==> src/rtl/eth_txbo_pkg.sv <==
// Package: shared phase type, backoff constants and the range-mask helper
// for the transmit backoff block. Assumes the standard exponent cap of 10.
package eth_txbo_pkg;

    typedef enum logic [1:0] {
        ST_IDLE    = 2'd0,
        ST_DEFER   = 2'd1,
        ST_ACTIVE  = 2'd2,
        ST_BACKOFF = 2'd3
    } txbo_state_t;

    localparam int unsigned BO_EXP_CAP = 10;
    localparam int unsigned BO_RW      = BO_EXP_CAP;

    // Mask of 2^min(n,cap)-1 selecting the legal range of slot multipliers.
    function automatic logic [BO_RW-1:0] bo_mask(input int unsigned n);
        int unsigned  k;
        logic [BO_RW:0] t;
        k = (n > BO_EXP_CAP) ? BO_EXP_CAP : n;
        t = '0;
        t[0] = 1'b1;
        t = t << k;
        t = t - 1'b1;
        return t[BO_RW-1:0];
    endfunction

endpackage

==> src/rtl/eth_txbo_lfsr.sv <==
// Module: free-running Galois LFSR providing backoff randomness.
// Assumes a nonzero seed; advances every clock so values depend on timing.
module eth_txbo_lfsr #(
    parameter int unsigned W     = 16,
    parameter int unsigned OUT_W = 10,
    parameter logic [W-1:0] TAPS = 16'hB400,
    parameter logic [W-1:0] SEED = 16'hACE1
) (
    input  logic             clk,
    input  logic             rst_n,
    output logic [OUT_W-1:0] rnd
);
    logic [W-1:0] q;

    // Shift the register one step per clock, feeding back the tap pattern.
    always_ff @(posedge clk) begin
        if (!rst_n) q <= SEED;
        else        q <= q[0] ? ((q >> 1) ^ TAPS) : (q >> 1);
    end

    assign rnd = q[OUT_W-1:0];

    a_r3_lfsr_moves: assert property (@(posedge clk) disable iff (!rst_n)
        (q != '0) |=> (q != $past(q)));
endmodule

==> src/rtl/eth_txbo_backoff.sv <==
// Module: backoff wait counter. On load it takes a slot multiplier (1 in
// fixed mode, masked random otherwise) and counts it down one slot per
// SLOT_BITS ticks while run is high. done is high when no slots remain.
module eth_txbo_backoff
    import eth_txbo_pkg::*;
#(
    parameter int unsigned SLOT_BITS = 512,
    parameter int unsigned AW        = 5
) (
    input  logic             clk,
    input  logic             rst_n,
    input  logic             tick,
    input  logic             load,
    input  logic             run,
    input  logic             single,
    input  logic [AW-1:0]    attempt,
    input  logic [BO_RW-1:0] rnd,
    output logic             done
);
    localparam int unsigned SCW = (SLOT_BITS > 1) ? $clog2(SLOT_BITS) : 1;

    logic [SCW-1:0]   slot_cnt;
    logic [BO_RW-1:0] slots_left;

    // Load the multiplier on a collision, then count slots down on ticks.
    always_ff @(posedge clk) begin
        if (!rst_n) begin
            slot_cnt   <= '0;
            slots_left <= '0;
        end else if (load) begin
            slot_cnt   <= '0;
            slots_left <= single ? BO_RW'(1) : (rnd & bo_mask(int'(attempt)));
        end else if (run && tick && slots_left != '0) begin
            if (slot_cnt == SCW'(SLOT_BITS - 1)) begin
                slot_cnt   <= '0;
                slots_left <= slots_left - 1'b1;
            end else begin
                slot_cnt <= slot_cnt + 1'b1;
            end
        end
    end

    assign done = (slots_left == '0);

    a_r3_wait_needs_load: assert property (@(posedge clk) disable iff (!rst_n)
        $fell(done) |-> $past(load));
    a_r11_hold_without_tick: assert property (@(posedge clk) disable iff (!rst_n)
        (run && !tick && !load) |=> ($stable(slots_left) && $stable(slot_cnt)));
endmodule

==> src/rtl/eth_txbo_window.sv <==
// Module: collision-window timer. Arming starts the count (ignored once
// started); it counts ticks up to SLOT_BITS and then reports expiry until
// cleared. Clear has priority over arm.
module eth_txbo_window #(
    parameter int unsigned SLOT_BITS = 512
) (
    input  logic clk,
    input  logic rst_n,
    input  logic tick,
    input  logic clear,
    input  logic arm,
    output logic expired
);
    localparam int unsigned WW = $clog2(SLOT_BITS + 1);

    logic          started;
    logic [WW-1:0] cnt;

    // Track whether the window is running and how many bit times elapsed.
    always_ff @(posedge clk) begin
        if (!rst_n || clear) begin
            started <= 1'b0;
            cnt     <= '0;
        end else if (arm && !started) begin
            started <= 1'b1;
            cnt     <= '0;
        end else if (started && tick && !expired) begin
            cnt <= cnt + 1'b1;
        end
    end

    assign expired = (cnt == WW'(SLOT_BITS));

    a_r5_window_bound: assert property (@(posedge clk) disable iff (!rst_n)
        cnt <= WW'(SLOT_BITS));
    a_r7_expiry_holds: assert property (@(posedge clk) disable iff (!rst_n)
        (expired && !clear) |=> expired);
endmodule

==> src/rtl/eth_txbo_defer.sv <==
// Module: deferral timer. Counts enabled ticks, saturating at LIMIT.
// over is high on an enabled tick when LIMIT ticks have already elapsed.
module eth_txbo_defer #(
    parameter int unsigned LIMIT = 24288
) (
    input  logic clk,
    input  logic rst_n,
    input  logic clear,
    input  logic count_en,
    output logic over
);
    localparam int unsigned DW = $clog2(LIMIT + 1);

    logic [DW-1:0] cnt;

    // Accumulate deferral bit times while carrier holds the request.
    always_ff @(posedge clk) begin
        if (!rst_n || clear)                     cnt <= '0;
        else if (count_en && cnt != DW'(LIMIT))  cnt <= cnt + 1'b1;
    end

    assign over = count_en && (cnt == DW'(LIMIT));

    a_r8_defer_bound: assert property (@(posedge clk) disable iff (!rst_n)
        cnt <= DW'(LIMIT));
endmodule

==> src/rtl/eth_tx_backoff.sv <==
// Module: transmit collision handling for a half-duplex MAC. Sequences
// idle, defer, active and backoff phases, counts attempts, and reports
// late collision, excessive collisions and excessive deferral. Assumes
// all strobes are one cycle wide and configuration changes only while idle.
module eth_tx_backoff
    import eth_txbo_pkg::*;
#(
    parameter int unsigned SLOT_BITS     = 512,
    parameter int unsigned DEFER_LIMIT   = 24288,
    parameter int unsigned ATTEMPT_LIMIT = 16,
    parameter logic [15:0] LFSR_SEED     = 16'hACE1
) (
    input  logic clk,
    input  logic rst_n,
    input  logic bit_tick,
    input  logic tx_start,
    input  logic pre_start,
    input  logic sfd_end,
    input  logic col_det,
    input  logic crs,
    input  logic tx_done,
    input  logic cfg_single_bo,
    input  logic cfg_oow_sel,
    input  logic cfg_exd_dis,
    output logic retry_grant,
    output logic late_col,
    output logic exc_col_abort,
    output logic exd_status,
    output logic exd_inc
);
    localparam int unsigned AW = $clog2(ATTEMPT_LIMIT + 1);

    txbo_state_t      state;
    logic [AW-1:0]    attempts;
    logic [AW-1:0]    att_next;
    logic [BO_RW-1:0] rnd;
    logic             bo_done, bo_load;
    logic             win_expired, win_arm, win_clear;
    logic             dfr_over, dfr_en, dfr_clear;

    assign att_next = attempts + 1'b1;
    assign bo_load  = (state == ST_ACTIVE) && col_det && !win_expired
                      && (att_next != AW'(ATTEMPT_LIMIT));

    assign win_arm   = ((state == ST_DEFER)  && pre_start && cfg_oow_sel)
                    || ((state == ST_ACTIVE) && sfd_end   && !cfg_oow_sel);
    assign win_clear = (state != ST_ACTIVE) && !win_arm;

    assign dfr_clear = (state != ST_DEFER);
    assign dfr_en    = (state == ST_DEFER) && !pre_start && crs && bit_tick;

    assign retry_grant = (state == ST_BACKOFF) && bo_done;

    eth_txbo_lfsr #(.W(16), .OUT_W(BO_RW), .SEED(LFSR_SEED)) lfsr_i (
        .clk(clk), .rst_n(rst_n), .rnd(rnd)
    );

    eth_txbo_backoff #(.SLOT_BITS(SLOT_BITS), .AW(AW)) backoff_i (
        .clk(clk), .rst_n(rst_n), .tick(bit_tick), .load(bo_load),
        .run(state == ST_BACKOFF), .single(cfg_single_bo),
        .attempt(att_next), .rnd(rnd), .done(bo_done)
    );

    eth_txbo_window #(.SLOT_BITS(SLOT_BITS)) window_i (
        .clk(clk), .rst_n(rst_n), .tick(bit_tick), .clear(win_clear),
        .arm(win_arm), .expired(win_expired)
    );

    eth_txbo_defer #(.LIMIT(DEFER_LIMIT)) defer_i (
        .clk(clk), .rst_n(rst_n), .clear(dfr_clear), .count_en(dfr_en),
        .over(dfr_over)
    );

    // Phase sequencing, attempt counting and the status flags and pulses.
    always_ff @(posedge clk) begin
        if (!rst_n) begin
            state         <= ST_IDLE;
            attempts      <= '0;
            late_col      <= 1'b0;
            exd_status    <= 1'b0;
            exd_inc       <= 1'b0;
            exc_col_abort <= 1'b0;
        end else begin
            exd_inc       <= 1'b0;
            exc_col_abort <= 1'b0;
            case (state)
                ST_IDLE: begin
                    if (tx_start) begin
                        state      <= ST_DEFER;
                        late_col   <= 1'b0;
                        exd_status <= 1'b0;
                    end
                end
                ST_DEFER: begin
                    if (pre_start) begin
                        state <= ST_ACTIVE;
                    end else if (dfr_over && !cfg_exd_dis) begin
                        exd_status <= 1'b1;
                        exd_inc    <= 1'b1;
                        attempts   <= '0;
                        state      <= ST_IDLE;
                    end
                end
                ST_ACTIVE: begin
                    if (col_det) begin
                        if (win_expired) begin
                            late_col <= 1'b1;
                            attempts <= '0;
                            state    <= ST_IDLE;
                        end else if (att_next == AW'(ATTEMPT_LIMIT)) begin
                            exc_col_abort <= 1'b1;
                            attempts      <= '0;
                            state         <= ST_IDLE;
                        end else begin
                            attempts <= att_next;
                            state    <= ST_BACKOFF;
                        end
                    end else if (tx_done) begin
                        attempts <= '0;
                        state    <= ST_IDLE;
                    end
                end
                ST_BACKOFF: begin
                    if (bo_done) state <= ST_DEFER;
                end
                default: state <= ST_IDLE;
            endcase
        end
    end

    a_r4_abort_one_cycle: assert property (@(posedge clk) disable iff (!rst_n)
        exc_col_abort |=> !exc_col_abort);
    a_r4_abort_clears: assert property (@(posedge clk) disable iff (!rst_n)
        exc_col_abort |-> (attempts == '0 && state == ST_IDLE));
    a_r7_late_from_col: assert property (@(posedge clk) disable iff (!rst_n)
        $rose(late_col) |-> ($past(col_det) && $past(state) == ST_ACTIVE));
    a_r8_inc_with_flag: assert property (@(posedge clk) disable iff (!rst_n)
        exd_inc |-> exd_status);
    a_r9_masked_quiet: assert property (@(posedge clk) disable iff (!rst_n)
        (cfg_exd_dis && $past(cfg_exd_dis)) |-> !exd_inc);
    a_r2_grant_to_defer: assert property (@(posedge clk) disable iff (!rst_n)
        retry_grant |=> (state == ST_DEFER));
    a_r10_done_clears: assert property (@(posedge clk) disable iff (!rst_n)
        (state == ST_ACTIVE && tx_done && !col_det) |=> (attempts == '0));
endmodule

==> config.mk <==
export PLATFORM = sky130hd
export DESIGN_NAME = eth_tx_backoff
export DESIGN_NICKNAME = d
export VERILOG_FILES = /design/src/rtl/eth_txbo_pkg.sv /design/src/rtl/eth_txbo_lfsr.sv /design/src/rtl/eth_txbo_backoff.sv /design/src/rtl/eth_txbo_window.sv /design/src/rtl/eth_txbo_defer.sv /design/src/rtl/eth_tx_backoff.sv
export SDC_FILE = /design/constraint.sdc
export NUM_CORES = 1
export LEC_CHECK = 0
export BUFFER_PORTS_ARGS = -buffer_cell sky130_fd_sc_hd__buf_2
export CAP_MARGIN = 20
export CORE_ASPECT_RATIO = 1.4
export CORE_MARGIN = 4
export CORE_UTILIZATION = 60
export DETAILED_ROUTE_END_ITERATION = 7
export PLACE_DENSITY = 0.88
export SYNTH_ARGS = -nofsm -noshare
export SYNTH_HDL_FRONTEND = slang
export SYNTH_SLANG_ARGS = --single-unit
export TNS_END_PERCENT = 10
==> constraint.sdc <==
create_clock -name clk -period 6.76 [get_ports clk]
set_input_delay 1.352 -clock clk [delete_from_list [all_inputs] [get_ports clk]]
set_output_delay 1.352 -clock clk [all_outputs]
set_load 0.01 [all_outputs]
==> results of run 1 <==
==> cells by family after synthesis <==
| logic type | Yosys count | synth area share (%) |
|---|---|---|
| buffers and inverters | 37 | 4.06 |
| adders and majority gates | 14 | 4.69 |
| and+or+nand+nor | 203 | 29.5 |
| AOI/OAI and AO/OA | 77 | 13.4 |
| DFF | 72 | 38.6 |
| muxes | 5 | 1.68 |
| xor gates and xnor gates | 34 | 7.98 |
==> final timing paths <==
| check | endpoint | slack, ns |
|---|---|---|
| setup / recovery | retry_grant | 3.40 |
| hold / removal | lfsr_i.q[11]$_SDFF_PN1_ | 0.41 |
| setup reg to reg | backoff_i.slots_left[2]$_SDFFE_PN0P_ | 3.41 |
| hold reg to reg | lfsr_i.q[11]$_SDFF_PN1_ | 0.41 |
==> flip-flops by register name, summed over array words and instances, names as in the netlist <==
| name | flops |
|---|---|
| lfsr_i.q | 16 |
| window_i.started | 1 |
| backoff_i.slots_left | 10 |
| state | 2 |
| exc_col_abort | 1 |
| backoff_i.slot_cnt | 9 |
| window_i.cnt | 10 |
| exd_inc | 1 |
| exd_status | 1 |
| attempts | 5 |
| late_col | 1 |
| defer_i.cnt | 15 |
==> power groups by stage <==
stage,clock (W),sequential [W],combinational (W)
6_report,0.000414,0.000438,0.0000432
5_1_grt,0.000437,0.000439,0.0000482
4_1_cts,0.000419,0.000438,0.0000431
3_5_place_dp,0,0.000448,0.0000428
3_3_place_gp,0,0.000447,0.0000419
2_1_floorplan,0,0.000446,0.0000321
==> layer usage <==
layer,vias to the layer above,global-route usage (%)
met3,27,3.97
met2,79,40.0
met1,1501,26.5
li1,1571,-
met5,-,0
met4,0,13.2
==> worst max-delay path, stage by stage, from the launching register on <==
cell	delay (ns)
dfxtp_1	0.37
inv_1	0.09
ha_1	0.26
nor4b_4	0.35
nand3_1	0.24
nor2_1	0.18
buf_2	0.15
==> cell usage in the layout (no fill, tap or decap), drive strengths merged, types with 4 or more instances in the layout <==
cell type  count
and3          10
xnor2         16
inv           21
a31oi          4
a21oi         22
nand3         27
nor3           8
nand4         10
clkbuf         9
ha            14
xor2          18
nor2          50
buf           16
o21ai         24
mux2i          5
nand2         38
or3           12
and2          11
nand2b        11
nor2b          6
dfxtp         72
or2            4
==> stage by stage <==
step / utilization, % / hold slack (ns) / cell area, um^2 / power (W)
floorplan: - / 0.386 / 3730 / 0.000478
global placement: 64.4 / 0.401 / 3830 / 0.000489
detailed placement: 64.4 / 0.400 / 3830 / 0.000490
CTS: 68.5 / 0.416 / 4070 / 0.000900
global route: 68.5 / 0.444 / 4070 / 0.000924
finish: 68.5 / 0.412 / 4070 / 0.000895
==> cell usage after synthesis (3+ instances only) <==
library cell | count | share of area, %
nor3_1 | 7 | 0.94
nor2b_1 | 6 | 1.0
or4_1 | 3 | 0.60
nand2_1 | 38 | 3.8
a211oi_1 | 3 | 0.60
mux2i_1 | 4 | 1.1
or2_2 | 4 | 0.67
and3_1 | 10 | 1.7
or3_1 | 12 | 2.0
xor2_1 | 18 | 4.2
nand4_1 | 9 | 1.5
nor4_1 | 3 | 0.50
o21ai_0 | 22 | 3.0
nor2_1 | 50 | 5.0
a21oi_1 | 22 | 3.0
dfxtp_1 | 72 | 39
clkbuf_1 | 8 | 0.80
nand3_1 | 27 | 3.6
and2_1 | 11 | 1.8
inv_1 | 21 | 2.1
nand2b_1 | 11 | 1.8
a31oi_1 | 3 | 0.50
buf_2 | 7 | 0.94
xnor2_1 | 16 | 3.8
ha_1 | 14 | 4.7
==> cell type report <==
cell class | instances | area share [%]
clock buffer | 9 | 3.04
clock inverter | 7 | 2.95
inverter | 21 | 1.94
multi-input combinational | 333 | 52.6
sequential | 72 | 35.4
tap | 70 | 2.15
timing repair buffer | 16 | 1.97
==> flow_summary_export.csv, run 1 <==
group,metric,value,unit
run_status,status,"finished, final reports clean",
clock_network,clk_latency,0.35,ns
layout,antennaDiodeCount,0,
floorplan,core,5950,um^2
worst_setup_path,ff2ff_path_depth,11,
timing,grt_setup_unrepaired,"false",
clock_network,h-tree-depth,3,
yosys,yosysWarnings,0,
placed_design,io_buffer_count,16,
min_path,hold_start,"lfsr_i.q[12]$_SDFF_PN0_",
worst_setup_path,path_max_fanout,5,
power_and_ir_drop,p_int,0.000694,W
grt,grt_max_degree,26,
routing,top_layer_used,"met4",
run,maxCapViolCount,0,
routing,wl_per_cell,15.1,um
grt,track_usage,23.2,%
power_and_ir_drop,power_frac_seq,48.9,%
worst_setup_path,cp.required,5.41,ns
routing,drtIter0Drc,208,
power_and_ir_drop,clkPwrFrac,46.2,%
clock_network,clockBufferDepth,2,
placed_design,gp_congestion,0.916,
worst_setup_path,setup.worst_path.start_class,"flip-flop",
yosys,netlist_instances,442,
yosys,synth_edf_count,0,
grt,grt_pass1_wl,13800,um
clock_network,post_cts_buffers,0,
timing,max_freq,298,MHz
yosys,synth_fp_nets,468,
timing,slew_violations,0,
grt,grt_remaining_overflow,0,
routing,dr_wl_met3,311,um
routing,via_per_inst,6.02,
layout,multi_input_area,2140,um^2
power_and_ir_drop,power_density,220,nW/um^2
yosys,synth_seq_cells,72,
floorplan,die_y,101,um
routing,wl_met2,4150,um
routing,drc_errors,0,
layout,drive_above_1_share,10.5,%
yosys,ys_types,58,
min_path,hold_path.class,"flip-flop to flip-flop",
clock_network,cts_tree,"built",
timing,timing.final.crit_share,49.7,%
worst_setup_path,worst_setup_path_startpoint,"backoff_i.slots_left[0]$_SDFFE_PN0P_",
floorplan,start_util,62.8,%
yosys,async_reset_ff_share,0,%
placed_design,place_ws,3.55,ns
layout,final_nets,479,
grt,grt_pass1_vias,3092,
worst_setup_path,end_kind,"primary output",
timing,worst_pin_slew,0.698,ns
worst_setup_path,crit_arrival,2.01,ns
yosys,synthFlopType,"dfxtp_1",
timing,fin_skew,0.00820,ns
timing,fin_tns_setup,0,ns
power_and_ir_drop,p_leak,1.50,nW
layout,layout.cells.non_filler,528,
power_and_ir_drop,comb_power_share,4.8,%
grt,antenna_found_initial,0,
power_and_ir_drop,peakVddDrop,0.000179,V
placed_design,dpl.hpwl,5590,um
clock_network,cts_sinks,72,
clock_network,cts_buffers,9,
min_path,hold_depth,1,
yosys,syn_area,3730,um^2
floorplan,ios,17,
floorplan,die_w,74.7,um
layout,syn2layout_area_growth,9.08,%
clock_network,post_cts_resized,0,
floorplan,rows,33,
layout,num-fill-cells,486,
layout,register_area,1440,um^2
timing,slew_headroom,53.1,%
clock_network,cts.clk_slew.worst_paths,0.07,ns
power_and_ir_drop,sw_frac_of_total,22.4,%
floorplan,dieArea,7560,um^2
timing,setup_viol,0,
timing,post-route-min-period,3.36,ns
routing,wl,8000,um
clock_network,holdBufCountCts,0,
worst_setup_path,r2r_start,"attempts[0]$_SDFFE_PN0P_",
routing,ant_nets,0,
routing,dr.pass1.iters,4,
placed_design,dp.cells,512,
yosys,ys_seq_area_share,38.6,%
worst_setup_path,crit_type,"flip-flop to primary output",
routing,vias,3178,
timing,fin_ws,3.40,ns
power_and_ir_drop,switchingPower,0.000201,W
yosys,syn_area_per_cell,8.44,um^2
routing,wl_met1,3230,um
clock_network,root_buffer,"clkbuf_8",
timing,hold_viol,0,
Power figures use the tool's default switching activity.
==> run 2: changes to the inputs <==
- ABC_AREA: unset -> 1
- clock period: 6.76 -> 3.3 ns (I/O delays scaled with it)
==> run 2 against run 1 <==
Utilization shrank 0.97 points. Sequential cell count is the same. First-iteration DRC count grew 1.9%. Setup slack lost 2.5 ns. Area after synthesis grew 5.4%. Final area grew 4.4%. Critical path depth grew 5. Clock skew grew 0.0032 ns. Largest power group unchanged. Register-to-register slack lost 2.5 ns. Die area grew 4.9%.
==> flow_summary_export.csv, run 2 <==
group,metric,value,unit
timing,fin_skew,0.0114,ns
clock_network,holdBufCountCts,0,
yosys,ys_types,44,
yosys,synth_fa_ha_area_share,4.45,%
worst_setup_path,path_max_fanout,12,
yosys,yosysTopAreaCellShare,36.7,%
layout,final_area,4250,um^2
clock_network,clk_latency,0.35,ns
layout,drive_above_1_share,11.4,%
timing,hold_viol,0,
timing,timing.final.crit_share,73.1,%
clock_network,post_cts_buffers,0,
clock_network,h-tree-depth,3,
routing,drc_errors,0,
clock_network,cts_buffers,9,
floorplan,dieArea,7930,um^2
worst_setup_path,cp.required,3.59,ns
yosys,yosys.cell_count.top_type,"nand2_1",
layout,num-fill-cells,514,
grt,grt_pass1_wl,14700,um
layout,syn2layout_area_growth,8.08,%
clock_network,clockBufferDepth,2,
yosys,yosysWarnings,0,
power_and_ir_drop,finalPower,0.00188,W
clock_network,cts_tree,"built",
worst_setup_path,crit_arrival,2.70,ns
grt,grt_max_degree,19,
floorplan,core,6300,um^2
worst_setup_path,crit_type,"flip-flop to flip-flop",
run_status,status,"finished, final reports clean",
layout,reg.largest.list,"lfsr_i.q: 16 flops, defer_i.cnt: 15 flops",
yosys,synthSimpleGateAreaFrac,34.6,%
routing,ant_nets,0,
routing,dr.pass1.iters,5,
yosys,netlist_instances,555,
yosys,synth_area_leader_cell,"dfxtp_1",
power_and_ir_drop,peakVddDrop,0.000385,V
timing,slew_headroom,66.0,%
floorplan,start_util,62.5,%
floorplan,rows,34,
grt,grt_pass1_vias,3492,
yosys,syn_area,3930,um^2
yosys,synth_edf_count,0,
power_and_ir_drop,p_leak,1.70,nW
floorplan,ios,17,
timing,max_freq,414,MHz
run,maxCapViolCount,0,
routing,via_per_inst,5.55,
routing,drtIter0Drc,212,
yosys,synth_fp_nets,581,
yosys,synth_area_leaders,"dfxtp_1, nand2_1, inv_1",
grt,antenna_found_initial,0,
timing,setup_viol,0,
yosys,async_reset_ff_share,0,%
placed_design,dpl.hpwl,6240,um
placed_design,io_buffer_count,16,
timing,worst_pin_slew,0.505,ns
routing,wl,8390,um
routing,vias,3613,
yosys,synth_compound_gate_area_share,10.9,%
timing,slew_violations,0,
layout,mostFrequentLayoutCells,"nand2_1, inv_1, dfxtp_1",
layout,antennaDiodeCount,0,
clock_network,post_cts_resized,0,
floorplan,die_y,104,um
timing,grt_setup_unrepaired,"false",
placed_design,dpl_cell_area,4060,um^2
timing,fin_tns_setup,0,ns
worst_setup_path,end_kind,"flip-flop",
timing,post-route-min-period,2.41,ns
layout,final_nets,600,
yosys,synthMuxAreaShare,0,%
yosys,synth_seq_cells,72,
grt,grt_remaining_overflow,0,
floorplan,die_w,76.4,um
clock_network,root_buffer,"clkbuf_8",
yosys,synth_top_family_by_area,"simple AND/OR/NAND/NOR gates",
min_path,hold_path.class,"flip-flop to flip-flop",
layout,largest_register_ffs,16,
yosys,synth_xor_area_share,4.01,%
routing,wl_per_cell,12.9,um
yosys,ys_seq_area_share,36.7,%
grt,track_usage,22.0,%
clock_network,cts_sinks,72,
yosys,synth_commonest_cells,"nand2_1, inv_1, dfxtp_1",
yosys,syn_area_per_cell,7.09,um^2
layout,largest-register,"lfsr_i.q",
yosys,synthFlopType,"dfxtp_1",
layout,fin_util,67.5,%
power_and_ir_drop,power_density,443,nW/um^2
layout,final_common_cell,"nand2_1",
clock_network,cts.clk_slew.worst_paths,0.07,ns
placed_design,gp_congestion,0.909,
worst_setup_path,setup.worst_path.start_class,"flip-flop",
run 2: routing by layer:
| layer | vias to the layer above | track usage (%) | wire length, um |
|---|---|---|---|
| met4 | 0 | 10.2 | 246 |
| li1 | 1843 | - | - |
| met3 | 28 | 4.43 | 389 |
| met2 | 102 | 39.1 | 4080 |
| met5 | - | 0 | 0 |
| met1 | 1640 | 25.0 | 3680 |
run 2: kinds of logic (layout without fill, tap and decap cells):
logic type | after synthesis | in the layout
simple gates | 279 | 279
buf+inv | 92 | 116
compound gates | 80 | 80
flops | 72 | 72
xor+xnor | 18 | 18
fa+ha+maj | 14 | 14
run 2: cell type report:
cell class / instances / area, um^2 / share of cell area, %
multi-input cells: 391 / 2120 / 49.9
clock buffers: 10 / 128 / 3.00
inverters: 83 / 315 / 7.42
clock inverters: 6 / 67.6 / 1.59
flip-flops and latches: 72 / 1440 / 33.9
well taps: 72 / 90.1 / 2.12
repair buffers: 17 / 87.6 / 2.06
run 2: worst paths after layout:
check | slack [ns] | cells past startpoint | from | endpoint
max | 0.89 | 11 | attempts[0]$_SDFFE_PN0P_ | backoff_i.slots_left[1]$_SDFFE_PN0P_
min | 0.42 | 2 | lfsr_i.q[10]$_SDFF_PN1_ | lfsr_i.q[9]$_SDFF_PN0_
max reg2reg | 0.89 | 11 | attempts[0]$_SDFFE_PN0P_ | backoff_i.slots_left[1]$_SDFFE_PN0P_
min reg2reg | 0.42 | 2 | lfsr_i.q[10]$_SDFF_PN1_ | lfsr_i.q[9]$_SDFF_PN0_
run 2: power by group:
part	switching [W]	leakage, nW	internal (W)
Sequential	0.0000247	0.585	0.000894
Combinational	0.000182	1.02	0.0000923
Clock	0.000338	0.0933	0.000353
run 2: critical path, stage by stage, from the launching register on:
cell and delay, ns:
dfxtp_1 0.55, ha_1 0.30, nand3_1 0.11, nand2_1 0.09, nand2_2 0.09, nor2_4 0.17, nand4_1 0.17, ha_1 0.33
or2_2 0.30, nor2_1 0.10, nor3b_1 0.06, nor2_1 0.07
run 2: stage by stage:
step,std cells,hold slack (ns),setup slack [ns]
after floorplan,555,0.387,1.33
final,651,0.421,0.887
after global routing,651,0.439,0.650
after global placement,635,0.394,1.06
after detailed placement,635,0.405,0.916
after CTS,651,0.423,0.893
